**src/rtl/sertx_pkg.sv**
```systemverilog
package sertx_pkg;

    localparam int DATA_W   = 8;
    localparam int STOP_MAX = 2;
    localparam int FRAME_W  = 1 + DATA_W + 1 + STOP_MAX;
    localparam int LEN_W    = $clog2(FRAME_W + 1);
    localparam int DIV_MID  = 16;
    localparam int DIV_HI   = 64;
    localparam int DCNT_W   = $clog2(DIV_HI);

    typedef enum logic [1:0] {
        PAR_NONE = 2'd0,
        PAR_EVEN = 2'd1,
        PAR_ODD  = 2'd2
    } par_t;

    typedef enum logic [1:0] {
        DIV_1   = 2'b00,
        DIV_16  = 2'b01,
        DIV_64  = 2'b10,
        DIV_RST = 2'b11
    } div_t;

    typedef struct packed {
        logic wide;      // 8 data bits when set, 7 otherwise
        par_t par;
        logic two_stop;
    } fmt_t;

    typedef struct packed {
        logic [FRAME_W-1:0] bits;  // bit 0 leaves first
        logic [LEN_W-1:0]   len;
    } frame_t;

    function automatic fmt_t decode_ws(input logic [2:0] ws);
        fmt_t f;
        case (ws)
            3'b000:  f = '{wide: 1'b0, par: PAR_EVEN, two_stop: 1'b1};
            3'b001:  f = '{wide: 1'b0, par: PAR_ODD,  two_stop: 1'b1};
            3'b010:  f = '{wide: 1'b0, par: PAR_EVEN, two_stop: 1'b0};
            3'b011:  f = '{wide: 1'b0, par: PAR_ODD,  two_stop: 1'b0};
            3'b100:  f = '{wide: 1'b1, par: PAR_NONE, two_stop: 1'b1};
            3'b101:  f = '{wide: 1'b1, par: PAR_NONE, two_stop: 1'b0};
            3'b110:  f = '{wide: 1'b1, par: PAR_EVEN, two_stop: 1'b0};
            default: f = '{wide: 1'b1, par: PAR_ODD,  two_stop: 1'b0};
        endcase
        return f;
    endfunction

    function automatic logic [DCNT_W:0] div_ratio(input logic [1:0] d);
        logic [DCNT_W:0] r;
        case (d)
            DIV_1:   r = (DCNT_W+1)'(1);
            DIV_16:  r = (DCNT_W+1)'(DIV_MID);
            default: r = (DCNT_W+1)'(DIV_HI);
        endcase
        return r;
    endfunction

    function automatic frame_t build_frame(input logic [DATA_W-1:0] d, input fmt_t f);
        frame_t          fr;
        logic [LEN_W-1:0] n;
        logic [DATA_W-1:0] dd;
        logic            p;
        fr.bits    = '1;
        fr.bits[0] = 1'b0;
        n  = LEN_W'(1);
        dd = d;
        p  = 1'b0;
        for (int i = 0; i < DATA_W; i++) begin
            if (i < DATA_W - 1 || f.wide) begin
                fr.bits[n] = dd[0];
                p = p ^ dd[0];
                n = n + LEN_W'(1);
            end
            dd = dd >> 1;
        end
        if (f.par != PAR_NONE) begin
            fr.bits[n] = (f.par == PAR_ODD) ? ~p : p;
            n = n + LEN_W'(1);
        end
        n = n + (f.two_stop ? LEN_W'(2) : LEN_W'(1));
        fr.len = n;
        return fr;
    endfunction

endpackage

```
**src/rtl/sertx_hold.sv**
```systemverilog
module sertx_hold
    import sertx_pkg::*;
(
    input  logic              clk,
    input  logic              rst,
    input  logic              load,
    input  logic [DATA_W-1:0] din,
    input  logic              take,
    output logic              full,
    output logic [DATA_W-1:0] dout
);

    always_ff @(posedge clk) begin
        if (rst) begin
            full <= 1'b0;
            dout <= '0;
        end else begin
            if (load) begin
                full <= 1'b1;
                dout <= din;
            end else if (take) begin
                full <= 1'b0;
            end
        end
    end

    p_load_fills_r7: assert property (@(posedge clk) disable iff (rst)
        load |=> full);

    p_take_frees_r7: assert property (@(posedge clk) disable iff (rst)
        (take && !load) |=> !full);

endmodule

```
**src/rtl/sertx_div.sv**
```systemverilog
module sertx_div
    import sertx_pkg::*;
(
    input  logic            clk,
    input  logic            rst,
    input  logic            run,
    input  logic            tick_en,
    input  logic [DCNT_W:0] ratio,
    output logic            bit_tick
);

    logic [DCNT_W-1:0] cnt;

    assign bit_tick = run && tick_en && ({1'b0, cnt} == ratio - (DCNT_W+1)'(1));

    always_ff @(posedge clk) begin
        if (rst || !run || bit_tick) begin
            cnt <= '0;
        end else if (tick_en) begin
            cnt <= cnt + DCNT_W'(1);
        end
    end

    p_cnt_in_range_r6: assert property (@(posedge clk) disable iff (rst)
        run |-> ({1'b0, cnt} < ratio));

endmodule

```
**src/rtl/sertx_shift.sv**
```systemverilog
module sertx_shift
    import sertx_pkg::*;
(
    input  logic            clk,
    input  logic            rst,
    input  logic            start,
    input  frame_t          frm,
    input  logic [DCNT_W:0] ratio_in,
    input  logic            bit_tick,
    output logic            busy,
    output logic            line,
    output logic [DCNT_W:0] ratio_q
);

    logic [FRAME_W-1:0] shreg;
    logic [LEN_W-1:0]   left;

    assign line = shreg[0];

    always_ff @(posedge clk) begin
        if (rst) begin
            shreg   <= '1;
            left    <= '0;
            busy    <= 1'b0;
            ratio_q <= (DCNT_W+1)'(1);
        end else if (start) begin
            shreg   <= frm.bits;
            left    <= frm.len;
            busy    <= 1'b1;
            ratio_q <= ratio_in;
        end else if (busy && bit_tick) begin
            shreg <= {1'b1, shreg[FRAME_W-1:1]};
            left  <= left - LEN_W'(1);
            if (left == LEN_W'(1)) begin
                busy <= 1'b0;
            end
        end
    end

    p_idle_mark_r2: assert property (@(posedge clk) disable iff (rst)
        !busy |-> line);

    p_busy_has_bits_r2: assert property (@(posedge clk) disable iff (rst)
        busy |-> (left != '0));

    p_ratio_held_r11: assert property (@(posedge clk) disable iff (rst)
        (busy && $past(busy)) |-> $stable(ratio_q));

endmodule

```
**src/rtl/sertx_top.sv**
```systemverilog
module sertx_top
    import sertx_pkg::*;
(
    input  logic       clk,
    input  logic       rst,
    input  logic       tick_en,
    input  logic       load,
    input  logic [7:0] din,
    input  logic [2:0] word_sel,
    input  logic [1:0] div_sel,
    input  logic       brk,
    input  logic       cts_n,
    output logic       txd,
    output logic       tx_empty,
    output logic       tx_busy
);

    logic              srst;
    logic              full;
    logic [DATA_W-1:0] hold_q;
    logic              start;
    logic              bit_tick;
    logic              line;
    logic [DCNT_W:0]   ratio_q;
    fmt_t              fmt;
    frame_t            frm;

    assign srst  = rst || (div_sel == DIV_RST);
    assign start = !tx_busy && full && !cts_n && !brk;
    assign fmt   = decode_ws(word_sel);
    assign frm   = build_frame(hold_q, fmt);

    sertx_hold u_hold (
        .clk  (clk),
        .rst  (srst),
        .load (load),
        .din  (din),
        .take (start),
        .full (full),
        .dout (hold_q)
    );

    sertx_div u_div (
        .clk      (clk),
        .rst      (srst),
        .run      (tx_busy),
        .tick_en  (tick_en),
        .ratio    (ratio_q),
        .bit_tick (bit_tick)
    );

    sertx_shift u_shift (
        .clk      (clk),
        .rst      (srst),
        .start    (start),
        .frm      (frm),
        .ratio_in (div_ratio(div_sel)),
        .bit_tick (bit_tick),
        .busy     (tx_busy),
        .line     (line),
        .ratio_q  (ratio_q)
    );

    assign txd      = brk ? 1'b0 : line;
    assign tx_empty = !full;

    p_cts_blocks_r8: assert property (@(posedge clk) disable iff (srst)
        (!tx_busy && cts_n) |=> !tx_busy);

    p_brk_blocks_r9: assert property (@(posedge clk) disable iff (srst)
        (!tx_busy && brk) |=> !tx_busy);

    p_start_bit_low_r2: assert property (@(posedge clk) disable iff (srst)
        ($rose(tx_busy) && !brk) |-> !txd);

    p_overlap_keeps_full_r10: assert property (@(posedge clk) disable iff (srst)
        (start && load) |=> !tx_empty);

endmodule

```
**config.mk**
```make
export PLATFORM = sky130hd
export DESIGN_NAME = sertx_top
export DESIGN_NICKNAME = d
export VERILOG_FILES = /design/src/rtl/sertx_pkg.sv /design/src/rtl/sertx_hold.sv /design/src/rtl/sertx_div.sv /design/src/rtl/sertx_shift.sv /design/src/rtl/sertx_top.sv
export SDC_FILE = /design/constraint.sdc
export NUM_CORES = 1
export LEC_CHECK = 0
export ABC_AREA = 0
export BUFFER_PORTS_ARGS = -buffer_cell sky130_fd_sc_hd__clkbuf_2
export CAP_MARGIN = 0
export CELL_PAD_IN_SITES_DETAIL_PLACEMENT = 2
export CELL_PAD_IN_SITES_GLOBAL_PLACEMENT = 2
export CORE_ASPECT_RATIO = 1.75
export CORE_MARGIN = 2
export CORE_UTILIZATION = 34
export DETAILED_ROUTE_END_ITERATION = 16
export GPL_ROUTABILITY_DRIVEN = 1
export PLACE_DENSITY_LB_ADDON = 0.1
export SYNTH_ARGS = -nofsm -noshare
export SYNTH_HDL_FRONTEND = slang
export SYNTH_SLANG_ARGS = --single-unit
export TNS_END_PERCENT = 1
```
**constraint.sdc**
```tcl
create_clock -name clk -period 2.5 [get_ports clk]
set_clock_uncertainty 0.15 [all_clocks]
set_input_delay 0.25 -clock clk [delete_from_list [all_inputs] [get_ports clk]]
set_output_delay 0.25 -clock clk [all_outputs]
set_load 0.01 [all_outputs]
```
==> flow_summary.yaml <==
timing:
  fmaxAchievable_ghz: 0.440
  final_max_slew_viol_count: 0
  relSlewSlack_pct: 70.7
  final-hold-violation-count: 0
  setup_repair_after_global_routing_missed_its_margin: "false"
  final_min_period_over_clock_period_pct: 90.8
  finalSetupViolations: 0
  finalWorstPathRequiredPeriod_ns: 2.27
  max_slew.worst_pin.slew_ns: 0.439
  hold_slack_ns: 0.0543
  tns_ns: 0
  setup_ws_ns: 0.229
final_layout:
  final_area_sq_um: 1940
  area_growth_syn_to_layout_pct: 17.6
  post_layout_net_count: 241
  post_route_cells_drive_above_1_share_pct: 18.5
  fin_util_pct: 41.6
  antenna-diode-count: 0
clocking:
  cts.reportedPaths.clkPinSlew_ns: 0.07
  numClockSinks: 33
  cts_setup_buffers: 0
  post_cts_resize_count: 0
  cts-buffers-inserted: 5
  cts.path.max_buffers: 2
  clkLatencyLatePin_ns: 0.29
  cts_tree: "yes"
  cts_hold_buf: 0
  cts_root_buffer: "sky130_fd_sc_hd__clkbuf_8"
  cts_htree_levels: 2
placed_design:
  detailedPlacementHpwl_microns: 3610
  dpl-instance-area_sq_um: 1820
  total_of_buffers_placed_on_input_and_output_ports: 21
  post-place-ws_ns: 0.240
  finalWeightedCongestion: 0.762
setup_path:
  number_of_cell_instances_on_the_worst_register_to_register_path: 7
  regToRegStartpoint: "u_shift.ratio_q[0]"
  worstPathMaxFanout: 4
  end_kind: "flop"
  critical_path.startpoint_type: "flop"
  r2r-end: "u_shift.shreg[8]"
  data_arrival_time_of_the_critical_path_ns: 2.29
  crit_required_ns: 2.52
  setup.reg_to_reg.worst_slack_ns: 0.23
  critPathKind: "flop to flop"
drt:
  total_wirelength_of_the_detailed_routed_design_microns: 4580
  vias_per_cell: 5.23
  routedWlPerCell_microns: 17.1
  wl_met2_microns: 2850
  drt_drc_violations_left: 0
  route.vias.total: 1401
  met1_length_microns: 1610
  first_pass_iters: 3
  maxUsedRoutingLayer: "met4"
  initialDrtViolationCount: 10
  wl_met3_microns: 80
  ant_nets: 0
floorplan:
  floorplan.initialDensity_pct: 35.4
  floorplan.die_area_sq_um: 5460
  io_pins: 22
  core_area_sq_um: 4670
  die_y_microns: 96.2
  num_rows: 33
  die_width_microns: 56.7
synthesis:
  synth_cell_types: 34
  synth_top_flop_cell: "sky130_fd_sc_hd__dfxtp_1"
  yosys_warnings: 0
  synth.top_cell.area_share_pct: 40.0
  yosys.area.top_type: "sky130_fd_sc_hd__dfxtp_1"
  sequential_element_share_of_the_synthesized_area_pct: 40.0
  syn-cell-area_sq_um: 1650
  synth_area_per_cell_sq_um: 8.65
  synth_edf_count: 0
  synth-seq-cells: 33
  postSynth.asyncResetShare_pct: 0
  synth.area.top_cells: "sky130_fd_sc_hd__dfxtp_1 40%, sky130_fd_sc_hd__mux2i_1 11%, sky130_fd_sc_hd__nor2_1 9.1%"
  synthesis.nets: 217
  synth_cells: 191
pwr:
  vdd_drop_max_uv: 390
  p_leak_uw: 0.000862
  power_density_nw_per_um2: 638
hold_path:
  worst_min_delay_path_startpoint: "din[1]"
  worst_hold_depth: 3
  worstHoldEndpoint: "u_hold.dout[1]"
  timing.hold.worst.class: "input port to flop"
grt:
  maximum_number_of_pins_on_one_net_before_global_route_repair: 19
  grt-ovfl-total: 0
  grt_util_all_layers_pct: 18.7
  grt_antenna_before_repair: 0
  first_global_vias: 1578
  grt_pass1_wl_microns: 7670
status:
  result_of_the_run: "finished, final reports clean"
job:
  maxCapViolations: 0
-- per-layer routing --
metal  vias up  GRT usage [%]
met4         0           4.17
met2        16           40.8
li1        689              -
met5         -              0
met1       691           17.3
met3         5           2.82
-- cell usage after synthesis (all sizes together) (2+ instances only) --
master,count
xor2,6
a21o,2
buf,3
mux2i,18
o21ai,4
nand2,19
nand4,2
or4b,2
inv,7
nand3,5
clkbuf,6
nor2,40
ha,6
a211oi,3
and3,2
a21oi,10
dfxtp,33
xnor2,10
-- registers in the layout, summed over array words and instances, names as in the netlist --
signal / cells
u_shift.left: 4
u_shift.ratio_q: 3
u_hold.full: 1
u_div.cnt: 6
u_shift.shreg: 10
u_hold.dout: 8
u_shift.busy: 1
-- placed cells by master (no fill, tap or decap) --
cell	n
sky130_fd_sc_hd__a211oi_1	2
sky130_fd_sc_hd__a211oi_2	1
sky130_fd_sc_hd__a21o_1	2
sky130_fd_sc_hd__a21oi_1	10
sky130_fd_sc_hd__a41oi_1	1
sky130_fd_sc_hd__and3_1	2
sky130_fd_sc_hd__buf_4	5
sky130_fd_sc_hd__bufinv_16	1
sky130_fd_sc_hd__clkbuf_2	21
sky130_fd_sc_hd__clkbuf_8	6
sky130_fd_sc_hd__clkinvlp_4	1
sky130_fd_sc_hd__dfxtp_1	33
sky130_fd_sc_hd__fa_1	1
sky130_fd_sc_hd__ha_1	6
sky130_fd_sc_hd__inv_1	7
sky130_fd_sc_hd__mux2_4	1
sky130_fd_sc_hd__mux2i_1	18
sky130_fd_sc_hd__nand2_1	18
sky130_fd_sc_hd__nand2_2	1
sky130_fd_sc_hd__nand2b_1	1
sky130_fd_sc_hd__nand3_1	5
sky130_fd_sc_hd__nand3b_1	1
sky130_fd_sc_hd__nand4_1	2
sky130_fd_sc_hd__nor2_1	40
sky130_fd_sc_hd__nor2b_1	1
sky130_fd_sc_hd__nor3_1	1
sky130_fd_sc_hd__nor4_1	1
sky130_fd_sc_hd__nor4b_2	1
sky130_fd_sc_hd__o21ai_0	4
sky130_fd_sc_hd__o22ai_2	1
sky130_fd_sc_hd__o311ai_0	1
sky130_fd_sc_hd__o31a_1	1
sky130_fd_sc_hd__or3_1	1
sky130_fd_sc_hd__or4b_1	1
sky130_fd_sc_hd__or4b_2	1
sky130_fd_sc_hd__xnor2_1	10
sky130_fd_sc_hd__xor2_1	6
-- metrics by stage --
stage / cells / power [uW]
2_1_floorplan: 191 / 660
3_3_place_gp: 260 / 710
3_5_place_dp: 260 / 719
4_1_cts: 268 / 1260
5_1_grt: 268 / 1290
6_report: 268 / 1240
-- report_power, final --
part           switching [uW]  total (uW)  internal [uW]
Combinational            80.9         149           67.7
Sequential               13.9         554            540
Clock                     212         537            324
Total                     307        1240            932
-- cells by family (layout without fill, tap and decap cells) --
logic type                 count (synthesis)  in the layout  share of synthesized area [%]
and+or+nand+nor                           77             77                           21.0
DFF                                       33             33                           40.0
AOI/OAI and AO/OA                         23             23                           9.16
muxes                                     19             19                           11.8
xor gates and xnor gates                  16             16                           8.48
buffers and inverters                     16             41                           3.86
adders and majority gates                  7              7                           5.75
-- final cells by class --
type                            count  area [sq um]
Timing Repair Buffer               26           143
Tap cell                           52          65.1
Fill cell                         558          2720
Clock inverter                      2          37.5
Inverter                            7          26.3
Sequential cell                    33           661
Multi-Input combinational cell    142           928
Clock buffer                        6          82.6
-- critical path, stage by stage (launching register included) --
cell	delay, ns
sky130_fd_sc_hd__dfxtp_1	0.37
sky130_fd_sc_hd__inv_1	0.06
sky130_fd_sc_hd__ha_1	0.20
sky130_fd_sc_hd__or3_1	0.32
sky130_fd_sc_hd__a211oi_2	0.36
sky130_fd_sc_hd__nand2_2	0.15
sky130_fd_sc_hd__mux2_4	0.31
sky130_fd_sc_hd__o31a_1	0.23
-- how the worst max path moves through the flow --
stage                             startpoint                to  slack (ns)
after floorplan           u_shift.ratio_q[0]  u_shift.shreg[8]        0.38
after global placement    u_shift.ratio_q[0]  u_shift.shreg[8]        0.32
after detailed placement  u_shift.ratio_q[0]  u_shift.shreg[8]        0.24
after CTS                 u_shift.ratio_q[0]  u_shift.shreg[8]        0.21
after global routing      u_shift.ratio_q[0]  u_shift.shreg[8]        0.09
final                     u_shift.ratio_q[0]  u_shift.shreg[8]        0.23
(Power assumes the default switching activity.)
